File: src/rtl/errlatch_pkg.sv
package errlatch_pkg;
    localparam int ERR_W  = 10;
    localparam int HS_BIT = 8;

    typedef logic [ERR_W-1:0] err_vec_t;

    typedef struct packed {
        err_vec_t snap;
    } rd_state_t;

    typedef struct packed {
        logic token;
    } hs_state_t;
endpackage

File: src/rtl/rf_edge.sv
module rf_edge (
    input  logic clk,
    input  logic rst_n,
    input  logic sig_i,
    output logic rise_o
);
    logic prev_d, prev_q;

    always_comb begin
        prev_d = sig_i;
        rise_o = sig_i & ~prev_q;
    end

    always_ff @(posedge clk) begin
        if (!rst_n) prev_q <= 1'b0;
        else        prev_q <= prev_d;
    end
endmodule

File: src/rtl/err_sticky.sv
module err_sticky #(
    parameter int W = 10
) (
    input  logic         clk,
    input  logic         rst_n,
    input  logic [W-1:0] set_i,
    input  logic         clr_i,
    output logic [W-1:0] q_o
);
    logic [W-1:0] bit_d, bit_q;

    for (genvar i = 0; i < W; i++) begin : g_bit
        always_comb begin
            bit_d[i] = set_i[i] | (bit_q[i] & ~clr_i);
        end
    end

    always_ff @(posedge clk) begin
        if (!rst_n) bit_q <= '0;
        else        bit_q <= bit_d;
    end

    assign q_o = bit_q;
endmodule

File: src/rtl/hs_token.sv
module hs_token
    import errlatch_pkg::*;
(
    input  logic clk,
    input  logic rst_n,
    input  logic wr_i,
    input  logic rd_i,
    input  logic rise_i,
    output logic token_o,
    output logic hs_err_o
);
    hs_state_t st_d, st_q;

    always_comb begin
        st_d = st_q;
        if (wr_i)      st_d.token = 1'b1;
        else if (rd_i) st_d.token = 1'b0;
        hs_err_o = rise_i & st_q.token;
    end

    always_ff @(posedge clk) begin
        if (!rst_n) st_q <= '0;
        else        st_q <= st_d;
    end

    assign token_o = st_q.token;
endmodule

File: src/rtl/err_latch_hs.sv
module err_latch_hs
    import errlatch_pkg::*;
#(
    parameter int REG_W = 16,
    parameter int BUS_W = 32
) (
    input  logic             clk,
    input  logic             rst_n,
    input  logic [3:0]       ovf_i,
    input  logic             clk_miss_i,
    input  logic             trig_skip_i,
    input  logic             sync_miss_i,
    input  logic             sync_err_i,
    input  logic             pll_unlock_i,
    input  logic             rf_pulse_i,
    input  logic             bus_sel_i,
    input  logic             bus_rd_i,
    input  logic             bus_wr_i,
    input  logic [REG_W-1:0] bus_wdata_i,
    output logic [BUS_W-1:0] bus_rdata_o
);
    localparam int PAD_W = BUS_W - ERR_W;

    logic      rd_acc, wr_acc;
    logic      rf_rise, hs_err, token_q;
    err_vec_t  set_vec, err_q;
    rd_state_t rs_d, rs_q;
    logic      unused_wdata;

    assign unused_wdata = ^bus_wdata_i;
    assign rd_acc = bus_sel_i & bus_rd_i;
    assign wr_acc = bus_sel_i & bus_wr_i;

    rf_edge u_edge (
        .clk    (clk),
        .rst_n  (rst_n),
        .sig_i  (rf_pulse_i),
        .rise_o (rf_rise)
    );

    hs_token u_token (
        .clk      (clk),
        .rst_n    (rst_n),
        .wr_i     (wr_acc),
        .rd_i     (rd_acc),
        .rise_i   (rf_rise),
        .token_o  (token_q),
        .hs_err_o (hs_err)
    );

    assign set_vec = {pll_unlock_i, hs_err, sync_err_i, sync_miss_i,
                      trig_skip_i, clk_miss_i, ovf_i};

    err_sticky #(.W(ERR_W)) u_sticky (
        .clk   (clk),
        .rst_n (rst_n),
        .set_i (set_vec),
        .clr_i (rd_acc),
        .q_o   (err_q)
    );

    always_comb begin
        rs_d = rs_q;
        if (rd_acc) rs_d.snap = err_q;
    end

    always_ff @(posedge clk) begin
        if (!rst_n) rs_q <= '0;
        else        rs_q <= rs_d;
    end

    assign bus_rdata_o = {{PAD_W{1'b0}}, rs_q.snap};
endmodule

File: config.mk
export PLATFORM = sky130hd
export DESIGN_NAME = err_latch_hs
export DESIGN_NICKNAME = d
export VERILOG_FILES = /design/src/rtl/errlatch_pkg.sv /design/src/rtl/rf_edge.sv /design/src/rtl/err_sticky.sv /design/src/rtl/hs_token.sv /design/src/rtl/err_latch_hs.sv
export SDC_FILE = /design/constraint.sdc
export NUM_CORES = 1
export LEC_CHECK = 0
export BUFFER_PORTS_ARGS = -buffer_cell sky130_fd_sc_hd__buf_2
export CAP_MARGIN = 20
export CORE_ASPECT_RATIO = 1.5
export CORE_MARGIN = 3
export CORE_UTILIZATION = 42
export CTS_BUF_LIST = sky130_fd_sc_hd__clkbuf_16
export DETAILED_ROUTE_END_ITERATION = 8
export PLACE_DENSITY = 0.78
export SLEW_MARGIN = 15
export SYNTH_ARGS = -nofsm -noshare
export SYNTH_HDL_FRONTEND = slang
export SYNTH_HIERARCHICAL = 1
export SYNTH_SLANG_ARGS = --single-unit
File: constraint.sdc
create_clock -name clk -period 1 [get_ports clk]
set_input_delay 0.1 -clock clk [delete_from_list [all_inputs] [get_ports clk]]
set_output_delay 0.1 -clock clk [all_outputs]
set_load 0.005 [all_outputs]
Word-level counts from Yosys, hierarchy flattened
Cells that the tools add are included.

Muxes and demuxes: 2. Reductions and logical operators: 1. Bitwise logic cells: 26.

Operator list (number): $and A1 B1 Y1 (14); $or A1 B1 Y1 (10); $mux W1 (2); $not A1 Y1 (2); $reduce_bool A2 Y1 (1).

Input bits: 31. Logic and storage cells: 33. Flip-flop bits (word level): 22. Output and inout bits: 32.

Longest topological paths before layout
Gate-level depths: netlist of run 1.

Depth in word-level cells: 4. Mapped depth: 4. Depth with buffers taken out: 3.

Hierarchy
Netlist of run 1, hierarchy kept.

By module, submodules not included: err_latch_hs (sequential area each 200.2 µm², cells each 70, instances 1, area each 608.1 µm²); err_sticky (sequential area each 200.2 µm², cells each 31, instances 1, area each 342.8 µm²); hs_token (sequential area each 20.0 µm², cells each 4, instances 1, area each 48.8 µm²); rf_edge (sequential area each 20.0 µm², cells each 3, instances 1, area each 40.0 µm²).

Worst setup path before layout of run 1
OpenSTA, ideal clock, no wires.

Kind: register -> register. From: reg u_edge.prev_q. To: reg u_sticky.bit_q[8] (netlist: u_sticky/q_o[8]). Arrival: 703 ps. Library setup time: 115 ps. Data required time: 885 ps. Path buffers: 0. Clock period less this slack: 817 ps. Stages on the path, launching flop included: 4. Path slack: 183 ps. Cells stage by stage: dfxtp_1 -> nor2b_4 -> and2_2 -> o21a_1.

Word-level cells in the longest chain between the ends: 4.

Ends and longest elaborated chain: from (decl) (RTL line rf_edge.sv:7) `logic prev_d, prev_q;`; from (signal assigned) (RTL line rf_edge.sv:16) `else prev_q <= prev_d;`; $not A1 Y1 (RTL line rf_edge.sv:11) `rise_o = sig_i & ~prev_q;`; $and A1 B1 Y1 (RTL line rf_edge.sv:11); via rf_rise (RTL line err_latch_hs.sv:25) `logic rf_rise, hs_err, token_q;`; $and A1 B1 Y1 (RTL line hs_token.sv:18) `hs_err_o = rise_i & st_q.token;`; via hs_err (RTL line err_latch_hs.sv:25); $or A1 B1 Y1 (RTL line err_sticky.sv:14) `bit_d[i] = set_i[i] | (bit_q[i] & ~clr_i);`; to (signal assigned) (RTL line err_sticky.sv:20) `else bit_q <= bit_d;`; to (decl) (RTL line err_sticky.sv:10) `logic [W-1:0] bit_d, bit_q;`.

The timed path passes the listed nets, and every way through them passes these cells. A chain may end at the register's enable or synchronous reset.

Final worst setup path of run 1
Ends and elaborated chain as after synthesis.

==> results.txt, run 1 <==
Summed over all nets, the switching power comes to approximately 0.0004 W. The share of layout cells above drive strength 1 came out at roughly a third. The CTS buffer count came out at 3. The number of distinct library cells after synthesis is 16. Max-cap violations in this run came to 0.

Clock latency on the worst-skew pair, taken at its later pin, is 0.25 ns. For this design the top-level I/O count stands at 63. Setup violations remaining at the end of the flow were counted as 0.

The clock network burns a little over two fifths of the power. The maximum count of clock buffers along a single path came out at 2. The routed design could run at a clock period as short as 0.845 ns. The total global-route track usage is ~13%. The synthesis-to-finish area growth is 10.7%.

Headroom to the max-slew limit came out at between 60% and 70%. The total of cells resized after clock tree synthesis is 0. The detailed router placed between 700 and 800 vias in this run. The internal power of the cells totals around 0.0015 W. The number of standard cells in the final layout excluding fillers is 154. The die covers 3120 um^2. The critical path is of the register to register type. The count of flip-flops with a built-in enable after synthesis came out at 0. In the synthesized netlist, the cells that appear most often are 22 x sky130_fd_sc_hd__buf_4, 22 x sky130_fd_sc_hd__dfxtp_1, 11 x sky130_fd_sc_hd__o21a_1.

The worst setup path is launched from a register. The global placer's final weighted congestion is ~0.60. The first global-routing pass estimated approximately 2.8 mm of wire. Setup repair after global routing left no endpoint under its margin.

The post-route DRC violation count is 0. The maximum number of pins on one net before global-route repair came out at 33. The total of warnings raised by yosys is 6. The remaining global-route overflow is 0. The worst-case IR drop observed on VDD is approximately 1300 uV. The biggest cell delay along the critical path came out at about 0.35 ns. In this run, post-CTS hold repair placed 0 buffers. The part of the power in combinational logic came out at under 10%. The overall power of the completed layout is about 0.002 W.

The timing-limited maximum frequency is ~1200 MHz. In the finished design, the share of the clock period the worst path needs comes to a little over four fifths. Registers are responsible for between 40% and 50% of the overall power. STA classifies the critical path endpoint as a register. The detail-routed via count per cell is between 4 and 5. The hold violation total from the final report is 0. The pin slew with the least headroom to its limit is 0.516 ns. The initial DRC count is 14. The biggest fanout along the worst timing path is 1. The number of buffers and inverters on the critical path came out at 0. The count of clock tree sinks came out at 22. The die span in y is roughly 67 um.

The initial antenna violation count came to 0. After routing, the total negative slack on setup checks comes to 0 ns. The kind of cell with the highest combined delay along the critical path is flip-flops.

The number of diodes added for antenna fixing came out at 0. The quantity of I/O buffers inserted on ports is 24. The standby leakage power is 0.536 nW. For this run, the detailed router's first-pass iteration total came to 3. After detailed routing, the average wire length per cell comes to 11.4 um. The run finished with clean final reports. The total power density per cell area is 1690 nW/um^2.

The cell row count is 21. The top cell type by area accounts for a little over two fifths of the synthesized area. The final net count came out at between 150 and 200. The core area came out at approximately 2300 um^2. By area the synthesized netlist is led by sky130_fd_sc_hd__dfxtp_1 42%, sky130_fd_sc_hd__buf_4 16%, sky130_fd_sc_hd__o21a_1 7.9%. The synthesized design spends more area on one cell type than any other, namely sky130_fd_sc_hd__dfxtp_1. The routed design has between 1.5 and 2 mm of wire. The TritonCTS clock tree is yes.

The data required time at the worst endpoint came out at about 1.1 ns. The detailed placer's ending HPWL is between 1 and 1.5 mm. Cells fill 50.4% of the core in the end. The final antenna-violating net count is 0.

The data arrival time at the worst-slack endpoint came out at roughly 1 ns. The least setup slack across all paths after layout is between 0.15 and 0.2 ns. The final setup skew is 0.000441 ns. The number of H-tree levels is 1. The slowest stage of the critical path belongs to the cell sky130_fd_sc_hd__dfxtp_1. The final-report max-slew violation count came out at 0. OpenSTA, run right after detailed placement, puts the worst setup slack at between 0.08 and 0.09 ns.

The part of the Yosys area used for sequential elements is a little over two fifths. Counting flops with an async set or reset pin after synthesis yields a share of 0%. The net switching fraction of the power is between 20% and 30%. After technology mapping, the gate count stands at ~110. The cell count after placement is 150. The number of storage elements in the synthesis netlist came out at 22.

The post-CTS setup repair buffer count came out at 0. The synthesized area per cell is between 9 and 10 um^2. The die is around 47 um wide. The synthesized netlist occupies a cell area of around 1000 um^2. The signal on the critical path passes through nor2b_4 > and2_2 > o21a_1. The path class of the tightest hold or removal check is input port to register. Once the floorplan was initialized, standard cells occupied between 40% and 50% of the core. After clock tree synthesis, the clock-pin slew on the worst setup and hold paths is roughly 0.05 ns. The most used flip-flop cell after synthesis is sky130_fd_sc_hd__dfxtp_1. The number of global-route vias before repair is approximately 640.

The root buffer cell chosen for the clock tree is sky130_fd_sc_hd__clkbuf_16.
cell type report:
type | count | area, um^2
Fill cell | 228 | 1130
Multi-Input combinational cell | 79 | 468
Sequential cell | 22 | 440
Timing Repair Buffer | 26 | 135
Clock buffer | 3 | 75.1
Tap cell | 23 | 28.8
Clock inverter | 1 | 3.75
metal layers:
metal,wire length (um),vias to the layer above,part of all wire (%),global-route usage (%)
li1,-,364,-,-
met1,715,338,41,14.8
met2,893,30,51,20.9
met3,109,4,6.2,1.62
met4,40,0,2.3,7.27
met5,0,-,0,0
state kept, by name (all words and copies together) (netlist names):
signal and count:
rs_q 10, u_sticky/q_o 10, u_edge/prev_q 1, u_token/token_o 1
cells in the final DEF (no fill, tap or decap), drive strengths merged:
cell     n
nand4   10
dfxtp   22
clkinv   1
and2     4
nor2b   12
buf     26
o21ai   10
conb    22
clkbuf   3
nand2   10
o21a    11
worst paths after layout:
check | cells past startpoint | slack, ns | end | start
worst max-delay path | 3 | 0.15 | u_sticky/q_o[8] | u_edge/prev_q
worst max register to register | 3 | 0.15 | u_sticky/q_o[8] | u_edge/prev_q
worst min register to register | 2 | 0.45 | rs_q[9] | rs_q[9]
worst min-delay path | 2 | 0.06 | u_sticky/q_o[7] | sync_err_i
metrics by stage:
stage / instance area, um^2 / hold slack, ns
finish: 1150 / 0.0587
global route: 1150 / 0.0605
CTS: 1150 / 0.0571
detailed placement: 1070 / 0.315
global placement: 1070 / 0.310
floorplan: 1120 / 0.217
power by group through the flow:
stage                     clock [W]  combinational, W  sequential, W
after floorplan                   0          0.000200       0.000960
after global placement            0          0.000186       0.000960
after detailed placement          0          0.000191       0.000962
after CTS                  0.000832          0.000193       0.000944
after global routing       0.000880          0.000221       0.000948
final                      0.000815          0.000193       0.000943
kinds of logic (layout without fill, tap and decap cells):
| group | after synthesis | after routing | share of synthesized area, % |
|---|---|---|---|
| and+or+nand+nor | 36 | 36 | 21.1 |
| other | 1 | 22 | 0.361 |
| DFF | 22 | 22 | 42.4 |
| AOI/OAI and AO/OA | 21 | 21 | 16.0 |
| buffers and inverters | 28 | 30 | 20.2 |
Power figures use the tool's default switching activity.
==> run 2, diff against run 1 <==
Settings changed: ABC_AREA set to 1, PLACE_DENSITY 0.78 to 0.79.
Clock period 1 ns to 0.8 ns, I/O delays scaled along.
==> results.txt, run 2 <==
The CTS buffer count came out at 3 (unchanged). The biggest cell delay along the critical path is 0.32 ns (-0.03 ns). The master cell of the clock root buffer is sky130_fd_sc_hd__clkbuf_16.

The data required time at the worst endpoint is 0.72 ns (-0.42 ns). The total power density per cell area was 2150 nW/um^2 (+27%). The initial DRC count is 18 (+4). The run finished with clean final reports. The final net count is 202 (+24%). The number of global-route vias before repair came to 669 (+4.2%). The standby leakage power was 0.702 nW (+31%). The peak supply drop is 1390 uV (+3.0%). In the synthesized netlist the dominant register cell turns out to be sky130_fd_sc_hd__dfxtp_1.

The final-report max-slew violation count is 0 (unchanged). The slowest stage of the critical path belongs to the cell sky130_fd_sc_hd__dfxtp_2. Traced cell by cell, the critical path runs through buf_2. The instance count along the most critical hold path came to 3 (+1). The part of the Yosys area used for sequential elements is 43.2% (+0.83 points). The die span in y came out at 66.4 um (-0.88%). The number of detailed-routing iterations run before antenna repair was 4 (+1). The effective utilization at floorplan is 45.1% (-0.36 points).

The number of buffers and inverters on the critical path is 1 (+1). The post-CTS setup repair buffer count was 0 (unchanged). The final critical-path required period came out at 0.764 ns. The area of the mapped netlist was 1020 um^2 (-1.9%). The count of mapped cells out of synthesis was 145 (+34%). The routed via count was 765 (+3.9%). The width of the die is 46.2 um (-0.85%). STA classifies the critical path startpoint as a register. The total global-route track usage came out at 11.6% (-1.0 points). The final routed wire length divided by cell count was 8.04 um (-30%). The synthesized area per cell is 7.03 um^2 (-27%). The number of H-tree levels is 1 (unchanged).

The detail-routed via count per cell is 3.98 (-17%). The wire length after detailed routing came out at 1.54 mm (-12%). The data arrival time at the worst-slack endpoint was 0.68 ns (-0.31 ns). The share of layout cells above drive strength 1 is 21.9% (-10 points). The remaining global-route overflow came out at 0 (unchanged). Leaving out fill and tap cells, the most frequent cells in the layout are 34 x sky130_fd_sc_hd__nand2_1, 28 x sky130_fd_sc_hd__inv_1, 24 x sky130_fd_sc_hd__buf_2, 22 x sky130_fd_sc_hd__conb_1, 20 x sky130_fd_sc_hd__nor2_1. The worst setup path is of the register to primary output kind. The initial antenna violation count is 0 (unchanged). TritonCTS built the clock tree. The number of standard cells in the final layout excluding fillers came out at 192 (+25%). The core area came to 2260 um^2 (-1.1%).

The commonest cells after synthesis are 34 x sky130_fd_sc_hd__nand2_1, 28 x sky130_fd_sc_hd__inv_1, 23 x sky130_fd_sc_hd__buf_4. The global placer's final weighted congestion is 0.734 (+23%). The number of diodes added for antenna fixing is 0 (unchanged). The final antenna-violating net count is 0 (unchanged). The overall power of the completed layout is 0.00249 W (+27%). The proportion of register bits with asynchronous set or reset after synthesis came out at 0% (unchanged). The number of distinct library cells after synthesis is 13 (-3). The count of clock tree sinks is 22 (unchanged). Ranked by total cell area, the synthesized netlist is headed by sky130_fd_sc_hd__dfxtp_1 43%, sky130_fd_sc_hd__buf_4 17%, sky130_fd_sc_hd__nand2_1 13%. Summed over all instances, the cell type with the most area after synthesis is sky130_fd_sc_hd__dfxtp_1. The endpoint kind of the worst setup timing path is a primary output.

The maximum number of pins on one net before global-route repair is 21 (-36%). The biggest fanout along the worst timing path came out at 2 (+1). Relative to the synthesized area, the layout overhead comes to 13.6%.

The detailed placer's ending HPWL is 1.10 mm (-11%). Setup repair after global routing left no endpoint under its margin. The count of flip-flops with a built-in enable after synthesis is 0 (unchanged). The final core utilization came out at 51.3% (+0.92 points). The area share of the largest cell type after synthesis is 43.2% (+0.83 points). The final setup skew came out at 0.00428 ns (+0.00384 ns). In the finished design, the share of the clock period the worst path needs comes to a little over nine tenths. The depth of the worst register-to-register path came out at 5 (+2).

The clock-pin slew reported for the worst setup and hold paths after clock tree synthesis is 0.05 ns (about the same). The hold-fix buffer count after cts is 0 (unchanged). The clock insertion delay at the later pin of the skew report is 0.25 ns (about the same). The cell count after placement came to 189 (+26%). The count of fill cells added during filler insertion was 229 (+0.44%).

The number of storage elements in the synthesis netlist is 22 (unchanged). The quantity of I/O buffers inserted on ports was 24 (unchanged). The cell row count came out at 21 (unchanged). The post-route DRC violation count is 0 (unchanged). The hold violation total from the final report came out at 0 (unchanged). The final setup violation count came to 0 (unchanged). The total of cells resized after clock tree synthesis came out at 0 (unchanged). The total of warnings raised by yosys is 6 (unchanged). The maximum count of clock buffers along a single path is 2 (unchanged). The cell family contributing the most delay on the critical path is flip-flops. The worst min-delay path category is input port to register.

The max capacitance violation total came out at 0 (unchanged). The global-route wire length before repair was 2.62 mm (-7.3%). The timing-limited maximum frequency is 1310 MHz. The die outline area came to 3070 um^2 (-1.7%). The final-layout setup total negative slack is 0 ns (unchanged). Leaving out fill and tap cells, the most frequent cell in the layout is sky130_fd_sc_hd__nand2_1. The number of cells on the critical path came out at 1 (-2).

The number of ports placed on the die boundary was 63 (unchanged). In the post-synthesis netlist, the cell with the most instances is sky130_fd_sc_hd__nand2_1.
[run 2: report_power, final]
part	leakage [nW]	switching [W]	internal [W]	total [W]
clock network	0.0370	0.000349	0.000658	0.00101
logic	0.481	0.000158	0.000114	0.000272
registers	0.184	0.0000336	0.00117	0.00121
total	0.702	0.000541	0.00194	0.00249
[run 2: final timing paths]
| check | startpoint | end | slack (ns) |
|---|---|---|---|
| hold / removal | rf_pulse_i | u_edge/prev_q | 0.02 |
| setup / recovery | rs_q[0] | bus_rdata_o[0] | 0.04 |
| setup reg to reg | u_edge/prev_q | u_sticky/q_o[8] | 0.10 |
| hold reg to reg | u_sticky/q_o[0] | u_sticky/q_o[0] | 0.46 |
[run 2: layer usage]
metal	routed length, um	global-route usage [%]	up-vias
met3	152	2.45	4
met4	29	6.41	0
li1	-	-	418
met2	748	19.3	39
met5	0	0	-
met1	614	12.9	304
[run 2: logic make-up after synthesis]
family | count (synthesis) | synth area share (%)
AO/OA/AOI/OAI | 11 | 5.77
buffers and inverters | 55 | 29.6
flip-flops | 22 | 43.2
other | 1 | 0.368
AND/OR/NAND/NOR | 56 | 21.1
[run 2: area by class of cell]
class                      instances  area [um^2]  area share [%]
clock buffer                       3         75.1            6.48
multi-input combinational         89          357            30.8
inverter                          30          113            9.72
sequential                        22          445            38.4
tap                               23         28.8            2.48
timing repair buffer              25          140            12.1
[run 2: metrics by stage]
step	instance area (um^2)	setup slack (ns)	hold WS (ns)
floorplan	1100	0.118	0.173
global placement	1080	0.0720	0.273
detailed placement	1080	0.0459	0.278
CTS	1150	0.0210	0.0210
global route	1160	0.00652	0.0605
finish	1160	0.0356	0.0190
[run 2: tightest hold or removal path: cells and delay by family]
kind / cells / cell delay, ns
buffers and inverters: 2 / 0.12
AND/OR/NAND/NOR: 1 / 0.04
==> run 3, diff against run 2 <==
Settings changed: CORE_MARGIN 3 to 5.
==> results.txt, run 3 (synthesized netlist as in run 2, its figures left out) <==
The library cells used most frequently in the layout, excluding fill and tap cells, are 34 x sky130_fd_sc_hd__nand2_1, 28 x sky130_fd_sc_hd__inv_1, 24 x sky130_fd_sc_hd__buf_2, 22 x sky130_fd_sc_hd__conb_1. The final-layout setup total negative slack was 0 ns (unchanged). The core area is 2390 um^2 (+6.0%). The number of H-tree levels came out at 1 (unchanged). The internal portion of total power was 0.00196 W (+0.58%). The maximum number of pins on one net before global-route repair came to 21 (unchanged). The final setup skew was 0.00138 ns (-0.00291 ns).

STA classifies the critical path startpoint as a register. Leaving out fill and tap cells, the most frequent cell in the layout is sky130_fd_sc_hd__nand2_1. The detailed placer's ending HPWL came out at 1.31 mm (+19%).

The part of the total power dissipated in sequential elements is 47.9% (-0.6 points). The total global-route track usage came out at 10.5% (-1.1 points). The standby leakage power came out at 0.713 nW (+1.5%). The biggest fanout along the worst timing path is 2 (unchanged). The area of the multi-input gates is 357 um^2 (unchanged). The share of layout cells above drive strength 1 came out at 21.5% (-0.38 points). The timing-limited maximum frequency is 1300 MHz (-0.38%). The final setup violation count came out at 0 (unchanged). Walking the worst path, the cells encountered are buf_2.

The count of clock tree sinks is 22 (unchanged). The clock-pin slew reported for the worst setup and hold paths after clock tree synthesis is 0.05 ns (about the same). The slowest stage of the critical path is the sky130_fd_sc_hd__dfxtp_1 cell.

The data arrival time at the worst-slack endpoint came out at 0.69 ns (about the same). The flow ran to the end, and the final reports show no timing, DRC or antenna violations. The count of fill cells added during filler insertion came out at 243 (+6.1%). The worst slack at placement is 0.0292 ns (-0.0167 ns).

The least setup slack across all paths after layout came out at 0.0327 ns (-0.00293 ns). The maximum count of clock buffers along a single path came to 2 (unchanged). The critical path is of the register to primary output type.

The data required time at the worst endpoint was 0.72 ns (about the same). The final critical-path required period is 0.767 ns (+0.00293 ns). The width of the die is 50.2 um (+8.7%). The launch point of the worst path is rs_q[5]. The TritonCTS clock tree is yes. The final net count is 204 (+0.99%). The final standard cell area without fillers was 1180 um^2 (+1.5%). From synthesis to final layout, the design area changed by 15.3%. The CTS buffer count is 3 (unchanged).

The number of detailed-routing iterations run before antenna repair came out at 4 (unchanged). The final routed wire length divided by cell count is 8.99 um (+12%). The die outline area is 3530 um^2 (+15%). The cell type group with the largest total delay on the critical path is flip-flops. The remaining global-route overflow came out at 0 (unchanged). The initial DRC count is 17 (-1). The global placer's final weighted congestion is 0.659 (-10%).

The max capacitance violation total came to 0 (unchanged). The power dissipated by switching net loads was 0.000554 W (+2.4%). The worst hold path belongs to the class input port to register.

The post-route DRC violation count is 0 (unchanged). Setup repair after global routing left no endpoint under its margin. The hold-fix buffer count after cts came out at 0 (unchanged). The peak supply drop is 1250 uV (-9.8%). The total power density per cell area is 2130 nW/um^2 (-0.54%). The final core utilization is 49.1% (-2.2 points).

The number of global-route vias before repair came to 751 (+12%). The startpoint identified for the worst hold timing path is rf_pulse_i. The number of ports placed on the die boundary is 63 (unchanged). The final-report max-slew violation count is 0 (unchanged). The initial antenna violation count was 0 (unchanged). The post-CTS setup repair buffer count is 0 (unchanged).

STA classifies the critical path endpoint as a primary output. The part of the power in combinational logic is 11.4% (+0.5 points). The net switching fraction of the power was 22.1% (+0.30 points). The hold violation total from the final report was 0 (unchanged). The effective utilization at floorplan is 42.6% (-2.5 points). The total of cells resized after clock tree synthesis is 0 (unchanged). The die span in y came out at 70.4 um (+6.0%). The final antenna-violating net count is 0 (unchanged). The routed via count came out at 792 (+3.5%). The detail-routed via count per cell came to 4.04 (+1.4%). The worst hold slack after final layout came out at 0.0228 ns (+0.00386 ns). The cell row count is 22 (+4.8%). The clock insertion delay at the later pin of the skew report came to 0.25 ns (about the same). The wire length after detailed routing came out at 1.76 mm (+14%). The biggest cell delay along the critical path is 0.32 ns (about the same). The startpoint identified for the worst register-to-register timing path is u_edge/prev_q.

The master cell of the clock root buffer is sky130_fd_sc_hd__clkbuf_16. The quantity of I/O buffers inserted on ports is 24 (unchanged). The number of buffers and inverters on the critical path is 1 (unchanged). The share of the cycle needed by the critical path after routing is 95.9% (+0.37 points). The cell area reported after detailed placement is 1090 um^2 (+1.5%). The area used by sequential logic in the layout came out at 443 um^2 (-0.56%).

The number of diodes added for antenna fixing came out at 0 (unchanged). The global-route wire length before repair came to 2.97 mm (+14%). The clock group share of total power is 40.7% (+0.2 points).
## run 3: changes by cell type in the layout (fill, tap and decap cells not counted), sizes merged
cell,previous run,this run
buf,25,27
clkinv,0,1
## run 3: area by class of cell
class | count | area share (%)
repair buffers | 27 | 13.2
clock buffers | 3 | 6.38
clock inverters | 1 | 0.319
flip-flops and latches | 22 | 37.7
multi-input cells | 89 | 30.3
inverters | 30 | 9.57
well taps | 24 | 2.55
## run 3: power groups by stage
stage               registers, W  clock network (W)  logic [W]
floorplan                0.00123                  0   0.000252
global placement         0.00122                  0   0.000280
detailed placement       0.00123                  0   0.000284
CTS                      0.00120            0.00105   0.000286
global route             0.00121            0.00109   0.000339
finish                   0.00120            0.00102   0.000285
## run 3: worst paths after layout
check                           cells past startpoint         endpoint  slack [ns]
worst max-delay path                                1   bus_rdata_o[5]        0.03
worst min-delay path                                3    u_edge/prev_q        0.02
worst max register to register                      5  u_sticky/q_o[8]        0.07
worst min register to register                      2  u_sticky/q_o[7]        0.46
## run 3: metrics by stage
stage / instances / power [W]
after global placement: 192 / 0.00150
after CTS: 196 / 0.00253
final: 196 / 0.00251
after detailed placement: 192 / 0.00151
after floorplan: 166 / 0.00148
after global routing: 196 / 0.00264
## run 3: per-layer routing
metal / vias up / part of all wire [%] / GRT usage, %
li1: 423 / - / -
met1: 333 / 40 / 11.5
met2: 34 / 49 / 18.2
met3: 2 / 9.4 / 1.71
met4: 0 / 1.9 / 6.12
met5: - / 0 / 0
